[src/rtl/mdm_reg_pkg.sv]
package mdm_reg_pkg;
  localparam int A_CTRL   = 0;
  localparam int A_MASK   = 1;
  localparam int A_FLAGS  = 2;
  localparam int A_STATUS = 3;

  localparam int CB_RXINIT = 5;
  localparam int CB_TXINIT = 4;
  localparam int CB_CONT   = 3;

  localparam int FB_TXF   = 4;
  localparam int FB_SYNC  = 2;
  localparam int FB_DEC   = 1;
  localparam int FB_IDLE  = 0;
  localparam int N_RXFLAG = 3;

  typedef enum logic [1:0] {
    RSEL_CTRL   = 2'd0,
    RSEL_MASK   = 2'd1,
    RSEL_FLAGS  = 2'd2,
    RSEL_STATUS = 2'd3
  } rsel_e;
endpackage

[src/rtl/mdm_ctrl_regs.sv]
module mdm_ctrl_regs #(
  parameter int DATA_W = 8
) (
  input  logic              clk,
  input  logic              rst,
  input  logic              wr_ctrl,
  input  logic              wr_mask,
  input  logic [DATA_W-1:0] wdata,
  output logic [DATA_W-1:0] ctrl_q,
  output logic [DATA_W-1:0] mask_q,
  output logic              rx_init,
  output logic              tx_init
);
  import mdm_reg_pkg::*;

  always_ff @(posedge clk) begin
    if (rst) begin
      ctrl_q <= '0;
      mask_q <= '0;
    end else begin
      if (wr_ctrl) ctrl_q <= wdata;
      if (wr_mask) mask_q <= wdata;
    end
  end

  // init commands fire on the write itself, not on the stored level
  always_comb begin
    rx_init = wr_ctrl && wdata[CB_RXINIT];
    tx_init = wr_ctrl && wdata[CB_TXINIT];
  end

  // a control write lands in the register one edge later
  a_r2_ctrl_written: assert property (@(posedge clk) disable iff (rst)
    wr_ctrl |=> ctrl_q == $past(wdata));
endmodule

[src/rtl/mdm_irq_unit.sv]
module mdm_irq_unit #(
  parameter int DATA_W = 8
) (
  input  logic              clk,
  input  logic              rst,
  input  logic              rd_flags,
  input  logic              rx_init,
  input  logic              tx_init,
  input  logic [2:0]        rx_ev,      // [2] sync, [1] dec, [0] idle
  input  logic              tx_empty,
  input  logic              tx_load,
  input  logic [DATA_W-1:0] mask,
  output logic [DATA_W-1:0] flags,
  output logic              irq_n
);
  import mdm_reg_pkg::*;

  logic [N_RXFLAG-1:0] rxf_q, rxf_nx;
  logic                txf_q, txf_nx;

  // per-bit receive flag: read clears, event sets, init overrides both
  generate
    for (genvar i = 0; i < N_RXFLAG; i++) begin : g_rxf
      always_comb begin
        rxf_nx[i] = rxf_q[i];
        if (rd_flags) rxf_nx[i] = 1'b0;
        if (rx_ev[i]) rxf_nx[i] = 1'b1;
        if (rx_init)  rxf_nx[i] = 1'b0;
      end
    end
  endgenerate

  always_comb begin
    txf_nx = txf_q;
    if (tx_load)             txf_nx = 1'b0;
    if (tx_init || tx_empty) txf_nx = 1'b1;
  end

  always_ff @(posedge clk) begin
    if (rst) begin
      rxf_q <= '0;
      txf_q <= 1'b0;
    end else begin
      rxf_q <= rxf_nx;
      txf_q <= txf_nx;
    end
  end

  always_comb begin
    flags = '0;
    flags[FB_SYNC] = rxf_q[2];
    flags[FB_DEC]  = rxf_q[1];
    flags[FB_IDLE] = rxf_q[0];
    flags[FB_TXF]  = txf_q;
  end

  always_ff @(posedge clk) begin
    if (rst) irq_n <= 1'b1;
    else     irq_n <= ~|(flags & mask);
  end

  // interrupt line follows enabled flags one edge later
  a_r8_irq_follows: assert property (@(posedge clk) disable iff (rst)
    1'b1 |=> irq_n == !(|($past(flags) & $past(mask))));
  // receive init empties the receive flags
  a_r6_init_clears_flags: assert property (@(posedge clk) disable iff (rst)
    rx_init |=> flags[FB_SYNC:FB_IDLE] == '0);
  // a transmit set request always leaves TXF high
  a_r7_txf_set: assert property (@(posedge clk) disable iff (rst)
    (tx_init || tx_empty) |=> flags[FB_TXF]);
  // a read with no concurrent event leaves receive flags clear
  a_r5_read_clears: assert property (@(posedge clk) disable iff (rst)
    (rd_flags && rx_ev == '0) |=> flags[FB_SYNC:FB_IDLE] == '0);
endmodule

[src/rtl/mdm_rx_status.sv]
module mdm_rx_status #(
  parameter int DATA_W = 8,
  parameter int SERR_W = 4
) (
  input  logic              clk,
  input  logic              rst,
  input  logic              rx_init,
  input  logic              ev_sync,
  input  logic              ev_dec,
  input  logic              ev_idle,
  input  logic              ev_err,
  output logic [DATA_W-1:0] status
);
  localparam logic [SERR_W-1:0] CNT_MAX = '1;

  logic              st_sync, st_dec, st_idle, st_err;
  logic [SERR_W-1:0] serr_cnt;

  always_ff @(posedge clk) begin
    if (rst || rx_init) begin
      st_sync  <= 1'b0;
      st_dec   <= 1'b0;
      st_idle  <= 1'b0;
      st_err   <= 1'b0;
      serr_cnt <= '0;
    end else begin
      if (ev_sync) st_sync <= 1'b1;
      if (ev_dec)  st_dec  <= 1'b1;
      if (ev_idle) st_idle <= 1'b1;
      if (ev_err) begin
        st_err <= 1'b1;
        if (serr_cnt != CNT_MAX) serr_cnt <= serr_cnt + 1'b1;
      end
    end
  end

  always_comb begin
    status = '0;
    status[DATA_W-1] = st_sync;
    status[DATA_W-2] = st_dec;
    status[DATA_W-3] = st_idle;
    status[DATA_W-4] = st_err;
    status[SERR_W-1:0] = serr_cnt;
  end

  // receive init wipes status
  a_r6_status_cleared: assert property (@(posedge clk) disable iff (rst)
    rx_init |=> status == '0);
  // the error count never moves down except through init
  a_r4_count_monotone: assert property (@(posedge clk) disable iff (rst)
    !rx_init |=> serr_cnt >= $past(serr_cnt));
endmodule

[src/rtl/mdm_hostregs.sv]
module mdm_hostregs #(
  parameter int DATA_W = 8,
  parameter int ADDR_W = 2,
  parameter int SERR_W = 4
) (
  input  logic              clk,
  input  logic              rst,
  input  logic              wr_en,
  input  logic              rd_en,
  input  logic [ADDR_W-1:0] addr,
  input  logic [DATA_W-1:0] wdata,
  output logic [DATA_W-1:0] rdata,
  input  logic              rx_sync_ev,
  input  logic              rx_dec_ev,
  input  logic              rx_idle_ev,
  input  logic              rx_err_ev,
  input  logic              tx_empty_ev,
  input  logic              tx_load_ev,
  output logic              irq_n
);
  import mdm_reg_pkg::*;

  localparam logic [ADDR_W-1:0] LA_CTRL   = ADDR_W'(A_CTRL);
  localparam logic [ADDR_W-1:0] LA_MASK   = ADDR_W'(A_MASK);
  localparam logic [ADDR_W-1:0] LA_FLAGS  = ADDR_W'(A_FLAGS);
  localparam logic [ADDR_W-1:0] LA_STATUS = ADDR_W'(A_STATUS);

  logic [DATA_W-1:0] ctrl_q, mask_q, flags, status;
  logic              rx_init, tx_init;
  logic              wr_ctrl, wr_mask, rd_flags;

  assign wr_ctrl  = wr_en && addr == LA_CTRL;
  assign wr_mask  = wr_en && addr == LA_MASK;
  assign rd_flags = rd_en && addr == LA_FLAGS;

  mdm_ctrl_regs #(.DATA_W(DATA_W)) u_ctrl (
    .clk(clk), .rst(rst), .wr_ctrl(wr_ctrl), .wr_mask(wr_mask),
    .wdata(wdata), .ctrl_q(ctrl_q), .mask_q(mask_q),
    .rx_init(rx_init), .tx_init(tx_init)
  );

  mdm_irq_unit #(.DATA_W(DATA_W)) u_irq (
    .clk(clk), .rst(rst), .rd_flags(rd_flags), .rx_init(rx_init),
    .tx_init(tx_init), .rx_ev({rx_sync_ev, rx_dec_ev, rx_idle_ev}),
    .tx_empty(tx_empty_ev), .tx_load(tx_load_ev), .mask(mask_q),
    .flags(flags), .irq_n(irq_n)
  );

  mdm_rx_status #(.DATA_W(DATA_W), .SERR_W(SERR_W)) u_stat (
    .clk(clk), .rst(rst), .rx_init(rx_init), .ev_sync(rx_sync_ev),
    .ev_dec(rx_dec_ev), .ev_idle(rx_idle_ev), .ev_err(rx_err_ev),
    .status(status)
  );

  logic [DATA_W-1:0] rd_mux;
  always_comb begin
    unique case (addr)
      LA_CTRL:   rd_mux = ctrl_q;
      LA_MASK:   rd_mux = mask_q;
      LA_FLAGS:  rd_mux = flags;
      LA_STATUS: rd_mux = status;
      default:   rd_mux = '0;
    endcase
  end

  always_ff @(posedge clk) begin
    if (rst)        rdata <= '0;
    else if (rd_en) rdata <= rd_mux;
  end

  // read data is stable without a read strobe
  a_r10_rdata_hold: assert property (@(posedge clk) disable iff (rst)
    !rd_en |=> $stable(rdata));
  // a flag read reports pre-clear contents
  a_r5_read_value: assert property (@(posedge clk) disable iff (rst)
    rd_flags |=> rdata == $past(flags));
endmodule

[config.mk]
export PLATFORM = sky130hd
export DESIGN_NAME = mdm_hostregs
export DESIGN_NICKNAME = d
export VERILOG_FILES = /design/src/rtl/mdm_reg_pkg.sv /design/src/rtl/mdm_ctrl_regs.sv /design/src/rtl/mdm_irq_unit.sv /design/src/rtl/mdm_rx_status.sv /design/src/rtl/mdm_hostregs.sv
export SDC_FILE = /design/constraint.sdc
export NUM_CORES = 1
export LEC_CHECK = 0
export ABC_AREA = 1
export BUFFER_PORTS_ARGS = -buffer_cell sky130_fd_sc_hd__buf_2
export CAP_MARGIN = 20
export CORE_UTILIZATION = 55
export DETAILED_ROUTE_END_ITERATION = 8
export GPL_ROUTABILITY_DRIVEN = 0
export PLACE_DENSITY = 0.77
export SLEW_MARGIN = 40
export SYNTH_ARGS = -nofsm -noshare
export SYNTH_HDL_FRONTEND = slang
export SYNTH_SLANG_ARGS = --single-unit
[constraint.sdc]
create_clock -name clk -period 1.7 [get_ports clk]
set_input_delay 0.085 -clock clk [delete_from_list [all_inputs] [get_ports clk]]
set_output_delay 0.085 -clock clk [all_outputs]
set_load 0.02 [all_outputs]
# --- Word-level counts from Yosys, hierarchy flattened ---
# Cells that the tools add are included.
word_totals:
  romBits: 0
  wordCells: 42
  n_memories: 0
  output_inout_bits: 9
  in_bits: 20
  latch_bits: 0
  register_bits: 37
  mem_bits_rw: 0
classes:
  reduce_logical: 16
  eq_ne: 4
  n_div: 0
  n_mul: 0
  shift: 0
  bitwise: 1
  mux: 7
  addsub: 1
  order_cmp: 0
ops:
  columns: ["op", "count"]
  rows:
  - ["$pmux 8 s4", 1]
  - ["$and 5x8->8", 1]
  - ["$reduce_bool 2->1", 4]
  - ["$reduce_or 8->1", 1]
  - ["$mux 1", 6]
  - ["$logic_and 1x1->1", 5]
  - ["$add 4x1->4 const B", 1]
  - ["$eq 2x2->1 const B", 2]
  - ["$ne 4x4->1 const B", 1]
  - ["$eq 2x1->1 const B", 1]
  - ["$logic_not 2->1", 1]
  - ["$logic_or 1x1->1", 2]
  - ["$reduce_and 2->1", 1]
  - ["$reduce_or 2->1", 1]
  - ["$logic_not 1->1", 1]

# --- Logic depth before layout (Yosys ltp) ---
depth:
  word_depth: 5
  depth_mapped: 7
  ltp_nobuf: 7

# --- Modules after synthesis ---
# A second synthesis with hierarchy kept.
unflattened:
  cells_unflattened: 243
  hier_area_um2: 1750.4
by_module_without_submodules:
  columns: ["module", "area_each_um2", "seq_area_each_um2", "instances", "cells_per_inst"]
  rows:
  - ["mdm_hostregs", 609.3, 160.2, 1, 95]
  - ["mdm_ctrl_regs", 564.3, 320.3, 1, 71]
  - ["mdm_rx_status", 349.1, 160.2, 1, 46]
  - ["mdm_irq_unit", 227.7, 100.1, 1, 31]

# --- Worst setup path after synthesis ---
# Ideal clock, no wire load.
synth_timing:
  kind: "register to register"
  startpoint: "register u_stat.serr_cnt[0]"
  endpoint: "register u_stat.serr_cnt[0]"
  arrival_time_ns: 1.085
  path_slack_ns: 0.546
  t_required_ns: 1.630
  setup_time_ns: 0.070
  stages_incl_launch_ff: 6
  synth_period_minus_slack_ns: 1.154
  path_buffers: 0
  path_cell_list: "dfxtp_1 > ha_1 > nand3_1 > nand2_1 > or2_2 > a21oi_1"
synth_via:
  elab_chain_cells: 2
  elab_cells_between_ends: 3
  cone_classes: "add/sub: 1; eq/ne: 1; reduce/logical: 1"
synth_rtl:
  columns: ["element", "line", "text"]
  rows:
  - ["start: declaration", "mdm_rx_status.sv:17", "logic [SERR_W-1:0] serr_cnt;"]
  - ["start signal: assignment", "mdm_rx_status.sv:32", "if (serr_cnt != CNT_MAX) serr_cnt <= serr_cnt + 1'b1;"]
  - ["branches (longest 2 deep; another with $add 4x1->4)", null, null]
# Parallel ways; which one is timed is not known.
# A chain may end at the register's enable or synchronous reset.

# --- Worst setup path after layout ---
# Ends and elaborated chain as after synthesis.

==> flow_summary.toml <==
[die]
floorplan.initialDensity = 0.582
fp.dieH_um = 56.0
io_pins = 29
die_w_um = 56.0
die_area_mm2 = 0.00314
rows = 19
core_area_mm2 = 0.00276

[placement]
place_hpwl_um = 2490
portBuffers = 28
pre_cts_ws_ps = 365
dp.cells = 259

[final_layout]
num-nets-final = 263
fin_cells = 274
final_cell_mix = "nand2_1 (43), dfxtp_1 (37), buf_2 (28), a21oi_1 (25), nor2_1 (22)"
drive_above_1_share = 0.226
final_common_cell = "nand2_1"
antennaDiodeCount = 0
num-fill-cells = 262
synthToLayoutAreaGrowth_pct = 15.0

[timing]
max_freq_mhz = 762
period_needed_ps = 1310
skew_ps = 13.7
timing.final.crit_share = 0.772
final.setup.tns_ps = 0
hold_viol = 2
fin_ws_ps = 388
setup_viol = 0
tightest_slew_ps = 384
relSlewSlack = 0.744
grt_setup_unrepaired = "false"
drv_slew = 0
hold_slack_ps = -0.638

[route]
first_pass_iters = 5
drc = 0
vias_per_cell = 5.32
wl_um = 3530
ant_nets = 0
drtIter0Drc = 45
vias = 1457
wl_per_cell_um = 12.9

[cts]
root_buffer = "clkbuf_4"
post_cts_resized = 0
cts_tree = "built"
postCtsHoldBufs = 7
numCtsBuffers = 5
cts_max_level = 2
clock_latency_ps = 360
post_cts_buffers = 0
cts_num_sinks = 37
path_clk_slew_ps = 130
cts_buffer_depth = 2

[worst_setup_path]
startpoint = "u_stat.serr_cnt[0]"
reg2reg_to = "u_stat.serr_cnt[0]"
critPathRequiredTime_ps = 1980
critPathMaxFanout = 6
criticalPathCategory = "reg2reg"
cp-end-kind = "flip-flop"
r2r_slack_ps = 390
start_kind = "flip-flop"
cp_data_arrival_time_ps = 1590
r2r_start = "u_stat.serr_cnt[0]"
rr_worst_depth = 5
cp-endpoint = "u_stat.serr_cnt[0]"

[pwr]
power.leakage_nw = 0.768
power_density_mw_per_mm2 = 885
ir_worst_vdd_mv = 0.982
power_mw = 1.63

[logic_synthesis]
ys_types = 24
avgSynthCellArea_um2 = 7.72
synth_fp_nets = 229
synth_warnings = 0
syn_inst = 208
yosysSeqAreaShare = 0.461
ys_ff_latch = 37
syn_area_mm2 = 0.00161

[run_status]
violations = "hold timing"
outcome = "finished with violations"

[flow_run]
max_cap_violations = 0

[grt]
grt_max_degree = 16
antenna_found_initial = 0
grt_overflow = 0
grt_usage = 0.246
grt_pass1_vias = 1338
grt_pass1_wl_um = 5940

[worst_hold_path]
hp-class = "in2reg"
layout make-up:
class | count | area (um^2) | area share
clock buffer | 5 | 37.5 | 0.0203
clock inverter | 3 | 22.5 | 0.0122
inverter | 17 | 66.3 | 0.0359
multi-input combinational | 146 | 729 | 0.395
sequential | 37 | 741 | 0.401
tap | 31 | 38.8 | 0.0210
timing repair buffer | 35 | 210 | 0.114
metrics by stage:
stage	utilization	area (um^2)
after detailed placement	0.622	1720
final	0.669	1850
after floorplan	-	1610
after CTS	0.669	1850
after global placement	0.622	1720
after global routing	0.669	1850
synth_stat cells (all sizes together):
master   n  area (um^2)
nand2   50          205
dfxtp   37          741
a21oi   29          160
nor2    24          114
nand3   19         95.1
inv     17         66.3
o21ai   15         75.1
buf      5         57.6
a31oi    3         31.3
clkbuf   3         11.3
o21bai   2         15.0
a22o     1         8.76
ha       1         12.5
nand4    1         6.26
or2      1         6.26
power breakdown:
group	switching [mW]	internal, mW	leakage (nW)
registers	0.0269	0.912	0.304
logic	0.134	0.0825	0.441
clock network	0.319	0.160	0.0234
total	0.479	1.15	0.768
kinds of logic after synthesis:
| family | share of synthesized area |
|---|---|
| AO/OA/AOI/OAI | 0.181 |
| adder cells (fa/ha/maj) | 0.00779 |
| buffers and inverters | 0.0842 |
| flip-flops | 0.461 |
| AND/OR/NAND/NOR | 0.266 |
worst min-delay path by stage:
stage               start               end  cells after the start
2_1_floorplan         rst          rdata[6]                      1
3_3_place_gp   rx_sync_ev    u_stat.st_sync                      3
3_5_place_dp   rx_sync_ev    u_stat.st_sync                      3
4_1_cts          wdata[7]  u_ctrl.mask_q[7]                      3
5_1_grt          wdata[2]  u_ctrl.mask_q[2]                      3
6_report         wdata[1]  u_ctrl.mask_q[1]                      3
flip-flops by register name (all words and copies together), names as in the netlist:
name / cells
rdata: 8
u_ctrl.ctrl_q: 8
u_ctrl.mask_q: 8
u_irq.irq_n: 1
u_irq.rxf_q: 3
u_irq.txf_q: 1
u_stat.serr_cnt: 4
u_stat.st_dec: 1
u_stat.st_err: 1
u_stat.st_idle: 1
u_stat.st_sync: 1
routing by layer:
layer	routed length, um	part of all wire	track usage	up-vias
met3	193	0.055	0.0698	6
met1	1650	0.47	0.318	661
met5	0	0	0	-
met4	47	0.013	0.0732	0
met2	1640	0.47	0.398	43
li1	-	-	-	747
critical path, stage by stage, from the launching register on:
cell and delay [ps]:
dfxtp_1 370, ha_1 240, nand3_1 80, nand2_1 120
or2_2 310, a21oi_1 130
Power figures use the tool's default switching activity.
